==> src/rtl/sysopt_pkg.sv <==
package sysopt_pkg;
  localparam int unsigned CFG_W      = 8;
  localparam int unsigned IRQ_BIT    = 5;
  localparam int unsigned DELAY_BIT  = 4;
  localparam int unsigned CLKMON_BIT = 3;
  localparam int unsigned RATE_LSB   = 0;
  localparam int unsigned RATE_W     = 2;
  localparam int unsigned SEL_W      = 1 << RATE_W;

  typedef logic [CFG_W-1:0] cfg_byte_t;

  // bits writable once in normal mode
  localparam cfg_byte_t GUARD_MASK = cfg_byte_t'(8'h33);
  // bits writable at all times
  localparam cfg_byte_t FREE_MASK  = cfg_byte_t'(8'h08);
  localparam cfg_byte_t RESET_VAL  = cfg_byte_t'(8'h10);
endpackage

==> src/rtl/sysopt_window.sv <==
module sysopt_window #(
  parameter int unsigned WINDOW_CYCLES = 64
) (
  input  logic clk_i,
  input  logic rst_ni,
  input  logic lock_req_i,
  output logic open_o,
  output logic locked_o
);
  localparam int unsigned CNT_W = $clog2(WINDOW_CYCLES + 1);
  localparam logic [CNT_W-1:0] CNT_MAX = CNT_W'(WINDOW_CYCLES);

  logic [CNT_W-1:0] cnt_q, cnt_d;
  logic             lock_q, lock_d;
  logic             cnt_en;

  assign open_o   = (cnt_q != CNT_MAX);
  assign locked_o = lock_q;
  assign cnt_en   = open_o;

  always_comb begin
    cnt_d  = cnt_q;
    lock_d = lock_q;
    if (cnt_en) cnt_d = cnt_q + CNT_W'(1);
    if (lock_req_i && open_o) lock_d = 1'b1;
  end

  always_ff @(posedge clk_i or negedge rst_ni) begin
    if (!rst_ni) begin
      cnt_q  <= '0;
      lock_q <= 1'b0;
    end else begin
      cnt_q  <= cnt_d;
      lock_q <= lock_d;
    end
  end
endmodule

==> src/rtl/sysopt_wake_delay.sv <==
module sysopt_wake_delay #(
  parameter int unsigned LONG_DELAY  = 4000,
  parameter int unsigned SHORT_DELAY = 4
) (
  input  logic clk_i,
  input  logic rst_ni,
  input  logic stop_req_i,
  input  logic long_sel_i,
  output logic ready_o
);
  localparam int unsigned CNT_W = $clog2(LONG_DELAY + 1);
  localparam logic [CNT_W-1:0] LONG_LD  = CNT_W'(LONG_DELAY);
  localparam logic [CNT_W-1:0] SHORT_LD = CNT_W'(SHORT_DELAY);

  logic [CNT_W-1:0] cnt_q, cnt_d;
  logic             cnt_zero;

  assign cnt_zero = (cnt_q == '0);
  assign ready_o  = !stop_req_i && cnt_zero;

  always_comb begin
    cnt_d = cnt_q;
    if (stop_req_i)     cnt_d = long_sel_i ? LONG_LD : SHORT_LD;
    else if (!cnt_zero) cnt_d = cnt_q - CNT_W'(1);
  end

  always_ff @(posedge clk_i or negedge rst_ni) begin
    if (!rst_ni) cnt_q <= '0;
    else         cnt_q <= cnt_d;
  end
endmodule

==> src/rtl/sysopt_rate_decode.sv <==
module sysopt_rate_decode
  import sysopt_pkg::*;
(
  input  logic [RATE_W-1:0] rate_i,
  output logic [SEL_W-1:0]  sel_o
);
  for (genvar g = 0; g < SEL_W; g++) begin : g_sel
    assign sel_o[g] = (rate_i == RATE_W'(g));
  end
endmodule

==> src/rtl/sysopt_reg.sv <==
module sysopt_reg
  import sysopt_pkg::*;
#(
  parameter int unsigned ADDR_W        = 8,
  parameter logic [ADDR_W-1:0] REG_ADDR = 8'h20,
  parameter int unsigned WINDOW_CYCLES = 64,
  parameter int unsigned LONG_DELAY    = 4000,
  parameter int unsigned SHORT_DELAY   = 4
) (
  input  logic              clk_i,
  input  logic              rst_ni,
  input  logic              special_mode_i,
  input  logic [ADDR_W-1:0] bus_addr_i,
  input  logic              bus_we_i,
  input  logic [7:0]        bus_wdata_i,
  output logic [7:0]        bus_rdata_o,
  input  logic              stop_req_i,
  output logic              irq_edge_o,
  output logic              wake_delay_en_o,
  output logic              clkmon_en_o,
  output logic [1:0]        wdog_rate_o,
  output logic [3:0]        wdog_div_sel_o,
  output logic              ready_o
);
  cfg_byte_t cfg_q, cfg_d;
  cfg_byte_t wr_mask;
  logic      hit, wr_hit, win_open, locked, guard_ok, lock_req;

  assign hit      = (bus_addr_i == REG_ADDR);
  assign wr_hit   = hit && bus_we_i;
  assign guard_ok = special_mode_i || (win_open && !locked);
  assign lock_req = wr_hit && !special_mode_i;
  assign wr_mask  = FREE_MASK | (guard_ok ? GUARD_MASK : '0);

  sysopt_window #(.WINDOW_CYCLES(WINDOW_CYCLES)) win_i (
    .clk_i      (clk_i),
    .rst_ni     (rst_ni),
    .lock_req_i (lock_req),
    .open_o     (win_open),
    .locked_o   (locked)
  );

  always_comb begin
    cfg_d = cfg_q;
    if (wr_hit) cfg_d = (cfg_q & ~wr_mask) | (bus_wdata_i & wr_mask);
  end

  always_ff @(posedge clk_i or negedge rst_ni) begin
    if (!rst_ni) cfg_q <= RESET_VAL;
    else         cfg_q <= cfg_d;
  end

  assign bus_rdata_o     = hit ? cfg_q : '0;
  assign irq_edge_o      = cfg_q[IRQ_BIT];
  assign wake_delay_en_o = cfg_q[DELAY_BIT];
  assign clkmon_en_o     = cfg_q[CLKMON_BIT];
  assign wdog_rate_o     = cfg_q[RATE_LSB +: RATE_W];

  sysopt_rate_decode dec_i (
    .rate_i (wdog_rate_o),
    .sel_o  (wdog_div_sel_o)
  );

  sysopt_wake_delay #(
    .LONG_DELAY  (LONG_DELAY),
    .SHORT_DELAY (SHORT_DELAY)
  ) wake_i (
    .clk_i      (clk_i),
    .rst_ni     (rst_ni),
    .stop_req_i (stop_req_i),
    .long_sel_i (wake_delay_en_o),
    .ready_o    (ready_o)
  );
endmodule

==> config.mk <==
export PLATFORM = sky130hd
export DESIGN_NAME = sysopt_reg
export DESIGN_NICKNAME = d
export VERILOG_FILES = /design/src/rtl/sysopt_pkg.sv /design/src/rtl/sysopt_window.sv /design/src/rtl/sysopt_wake_delay.sv /design/src/rtl/sysopt_rate_decode.sv /design/src/rtl/sysopt_reg.sv
export SDC_FILE = /design/constraint.sdc
export NUM_CORES = 1
export LEC_CHECK = 0
export BUFFER_PORTS_ARGS = -buffer_cell sky130_fd_sc_hd__clkbuf_2
export CAP_MARGIN = 0
export CELL_PAD_IN_SITES_DETAIL_PLACEMENT = 0
export CELL_PAD_IN_SITES_GLOBAL_PLACEMENT = 1
export CORE_ASPECT_RATIO = 1.2
export CORE_MARGIN = 2
export CORE_UTILIZATION = 39
export DETAILED_ROUTE_END_ITERATION = 12
export MAX_ROUTING_LAYER = met4
export PLACE_DENSITY_LB_ADDON = 0.1
export SYNTH_ARGS = -nofsm -noshare
export SYNTH_HDL_FRONTEND = slang
export SYNTH_SLANG_ARGS = --single-unit
==> constraint.sdc <==
create_clock -name clk_i -period 2.3 [get_ports clk_i]
set_input_delay 0.23 -clock clk_i [delete_from_list [all_inputs] [get_ports clk_i]]
set_output_delay 0.23 -clock clk_i [all_outputs]
set_load 0.02 [all_outputs]
==> tab_implementation.tex <==
\begin{tabular}{lr}
\hline
Metric & Value \\
\hline
\multicolumn{2}{l}{\textbf{Cells and area}} \\
Signed area change from the synthesized netlist to the final layout & 17.97\% \\
Commonest non-fill, non-tap cell in the layout & sky130\_fd\_sc\_hd\_\_clkbuf\_2 \\
Count of fill cells added during filler insertion & 329 \\
Layout net count & 186 \\
Highest-count cells in the layout ignoring fill and taps & sky130\_fd\_sc\_hd\_\_clkbuf\_2, sky130\_fd\_sc\_hd\_\_dfrtp\_1, sky130\_fd\_sc\_hd\_\_xnor2\_1, sky130\_fd\_sc\_hd\_\_nor2\_1 \\
Combined area of the multi-input logic cells & 670.6 um2 \\
Fraction of layout instances using a drive strength above 1 & 0.3375 \\
Sequential Area & 626.9 um2 \\
Number of inserted diodes & 0 \\
\multicolumn{2}{l}{\textbf{Detailed routing}} \\
Sum of routed wire segments on met1 & 1.000 mm \\
Detailed-route DRC error count & 0 \\
Via total after detailed routing & 1006 \\
Metal3 WL & 150 um \\
Drt initial violations & 12 \\
Total Wirelength & 2.448 mm \\
Drt wl/cell & 12.43 um \\
Vias per std cell & 5.107 \\
Length of the first detailed-routing pass in iterations & 4 \\
Highest metal used & met4 \\
Met2 wire length & 1.283 mm \\
Number of nets with antenna violations after detailed routing & 0 \\
\multicolumn{2}{l}{\textbf{Worst setup path}} \\
Family of cells with the greatest summed delay on the critical path & simple AND/OR/NAND/NOR gates \\
Number of buffer and inverter instances along the worst setup path & 1 \\
Worst Setup End Kind & output port \\
Worst-path cell with the longest stage delay & sky130\_fd\_sc\_hd\_\_nor4\_1 \\
R2R Path Start & wake\_i.cnt\_q[6]\$\_DFFE\_PN0N\_ \\
Largest driver fanout on the critical path & 9 \\
Series of cell instances along the critical path & nor4\_1 > nand3\_2 > nor2\_1 > clkbuf\_2 \\
Worst endpoint required time & 2070 ps \\
CP peak stage delay & 520 ps \\
Critical setup path kind & flip-flop to output port \\
R2R depth & 4 \\
Slack of the worst reg-to-reg path & 510 ps \\
Startpoint kind of the worst setup timing path & flip-flop \\
Endpoint of the lowest-slack register-to-register path & wake\_i.cnt\_q[5]\$\_DFFE\_PN0N\_ \\
Data arrival, critical path & 1850 ps \\
\multicolumn{2}{l}{\textbf{Power and ir drop}} \\
Static Leak & 0.7582 nW \\
Power density cells & 861.4 nW/um2 \\
Peak supply drop & 0.4857 mV \\
Final Total Pwr & 1.366 mW \\
\multicolumn{2}{l}{\textbf{Place}} \\
Placer's final routability congestion estimate & 0.7610 \\
Hpwl dp & 1.942 mm \\
Number of I/O port buffers & 32 \\
DP Worst Slack & 453.0 ps \\
\multicolumn{2}{l}{\textbf{STA}} \\
Min setup slack post-route & 222.6 ps \\
FMAX & 481.4 MHz \\
Setup repair after global routing missed its margin & false \\
Total negative setup slack & 0 ps \\
Actual slew at the worst max-slew pin & 619.3 ps \\
Fin Clk Skew & 1.854 ps \\
Final setup violating endpoints & 0 \\
Share of the cycle needed by the critical path after routing & 0.9032 \\
Final period demand of the worst path & 2077 ps \\
Endpoints failing hold & 0 \\
Final number of max-transition violations & 0 \\
Relative slew slack & 0.5871 \\
\multicolumn{2}{l}{\textbf{Logic synthesis}} \\
Avg Synthesized Cell Area & 10.66 um2 \\
Predominant post-synthesis flop cell & sky130\_fd\_sc\_hd\_\_dfrtp\_1 \\
Library cells used by synthesis & 39 \\
Synth Instances & 126 \\
Sequential cell area fraction in the yosys report & 0.4665 \\
Number of synthesized flops with an enable pin & 0 \\
Synthesis Warnings & 0 \\
FF+latch count, synth & 25 \\
Proportion of register bits with asynchronous set or reset after synthesis & 1.000 \\
Mapped Area & 1344 um2 \\
\multicolumn{2}{l}{\textbf{Floorplan}} \\
Area of the die & 3933 um2 \\
Starting Density & 0.4060 \\
Vertical extent of the die & 68.30 um \\
Boundary Pins & 39 \\
Core region area & 3309 um2 \\
Floorplan row count & 23 \\
Horiz. Die Dim & 57.59 um \\
\multicolumn{2}{l}{\textbf{Global route}} \\
Maximum number of pins on one net before global-route repair & 26 \\
GRT Overall Usage & 0.1442 \\
Wire length of the first global-routing pass & 4.222 mm \\
GR Overflow Total & 0 \\
Vias in the first global route & 988 \\
Antenna violations before repair & 0 \\
\multicolumn{2}{l}{\textbf{Status}} \\
Result of the run & finished clean \\
\multicolumn{2}{l}{\textbf{Clocking}} \\
Clock tree from TritonCTS & yes \\
Number of buffers on the longest clock path & 2 \\
Clk sink count & 25 \\
CTS Buf Count & 3 \\
Clock insertion delay at the later pin of the skew report & 260 ps \\
CTS H-Tree Depth & 1 \\
Clock-pin slew of the registers on the worst-case setup and hold paths & 90 ps \\
Clock Tree Root & sky130\_fd\_sc\_hd\_\_clkbuf\_8 \\
\multicolumn{2}{l}{\textbf{Run}} \\
MaxCap Viol Count & 0 \\
\multicolumn{2}{l}{\textbf{Worst hold path}} \\
Type of the most critical hold path & input port to flip-flop \\
Count of cells along the worst hold path & 2 \\
Destination of the worst hold path & win\_i.locked\_o\$\_DFFE\_PN0P\_ \\
Start point of the worst hold path & special\_mode\_i \\
\hline
\end{tabular}
[Yosys cell counts (2+ instances only)]
library cell / count / area, um2
sky130_fd_sc_hd__mux2_2: 6 / 67.56
sky130_fd_sc_hd__nor3_1: 3 / 15.01
sky130_fd_sc_hd__nand2_1: 6 / 22.52
sky130_fd_sc_hd__nand3_1: 4 / 20.02
sky130_fd_sc_hd__nor4_1: 3 / 18.77
sky130_fd_sc_hd__inv_1: 6 / 22.52
sky130_fd_sc_hd__nor2_1: 10 / 37.54
sky130_fd_sc_hd__dfrtp_1: 24 / 600.6
sky130_fd_sc_hd__or3_1: 2 / 12.51
sky130_fd_sc_hd__o21ai_0: 3 / 15.01
sky130_fd_sc_hd__or4_4: 2 / 22.52
sky130_fd_sc_hd__nor2b_1: 2 / 12.51
sky130_fd_sc_hd__xnor2_1: 13 / 113.9
sky130_fd_sc_hd__nor3_2: 2 / 20.02
sky130_fd_sc_hd__and2_1: 6 / 37.54
sky130_fd_sc_hd__buf_4: 3 / 22.52
sky130_fd_sc_hd__o21ai_1: 2 / 10.01
sky130_fd_sc_hd__a21oi_1: 3 / 15.01
sky130_fd_sc_hd__and3_1: 2 / 12.51
sky130_fd_sc_hd__ha_1: 4 / 50.05
sky130_fd_sc_hd__a31oi_1: 2 / 12.51
[cell type report]
| class | count | share of cell area |
|---|---|---|
| Multi-Input combinational cell | 92 | 0.4230 |
| Clock inverter | 1 | 0.004736 |
| Clock buffer | 3 | 0.02605 |
| Sequential cell | 25 | 0.3954 |
| Inverter | 6 | 0.01421 |
| Timing Repair Buffer | 33 | 0.1073 |
| Tap cell | 37 | 0.02920 |
[kinds of logic after synthesis]
group	Yosys count	share of synthesized area
AND/OR/NAND/NOR	49	0.2309
multiplexers	6	0.05028
buffers and inverters	11	0.04469
other	1	0.002791
adder cells (fa/ha/maj)	4	0.03725
flip-flops	25	0.4665
AO/OA/AOI/OAI	17	0.08287
XOR/XNOR	13	0.08473
[per-stage QoR]
step	utilization	std cells	cell area, um2	hold WS (ps)
2_1_floorplan	-	128	1351	-65.59
3_3_place_gp	0.4594	192	1520	271.3
3_5_place_dp	0.4594	192	1520	271.7
4_1_cts	0.4771	197	1579	152.3
5_1_grt	0.4790	197	1585	169.2
6_report	0.4790	197	1585	160.9
[worst reg2reg max path, delay by kind of cell (launching register included)]
| kind | cells | cell delay (ps) |
|---|---|---|
| compound gates | 1 | 140 |
| simple gates | 3 | 1100 |
| flops | 1 | 430 |
[routing by layer]
| layer | GRT usage | up-vias |
|---|---|---|
| met1 | 0.1588 | 474 |
| met3 | 0.02836 | 2 |
| met2 | 0.2585 | 25 |
| li1 | - | 505 |
| met4 | 0.05233 | 0 |
| met5 | - | - |
[what timing repair did]
action / CTS / global route
setup endpoints to repair: 0 / 1
hold buffers: 1 / 0
resized for setup: 0 / 1
buffers inserted: 0 / 0
endpoints found under the hold margin: 24 / 0
[where the power goes]
group          switching, mW  leakage (nW)  internal, mW  total (mW)
registers             0.0996         0.315         0.514       0.614
clock network          0.135        0.0217         0.122       0.258
logic                  0.261         0.421         0.233       0.494
[worst max path at each step]
stage / startpoint / end / slack, ps / depth (start not counted)
after global routing: wake_i.cnt_q[6]$_DFFE_PN0N_ / ready_o / 80 / 4
after floorplan: wake_i.cnt_q[0]$_DFFE_PN0N_ / ready_o / 580 / 5
after detailed placement: wake_i.cnt_q[0]$_DFFE_PN0N_ / wake_i.cnt_q[7]$_DFFE_PN0N_ / 450 / 6
after global placement: wake_i.cnt_q[6]$_DFFE_PN0N_ / ready_o / 490 / 4
final: wake_i.cnt_q[6]$_DFFE_PN0N_ / ready_o / 220 / 4
after CTS: wake_i.cnt_q[0]$_DFFE_PN0N_ / ready_o / 150 / 6
Note: power is estimated with default switching activity, not from simulation.
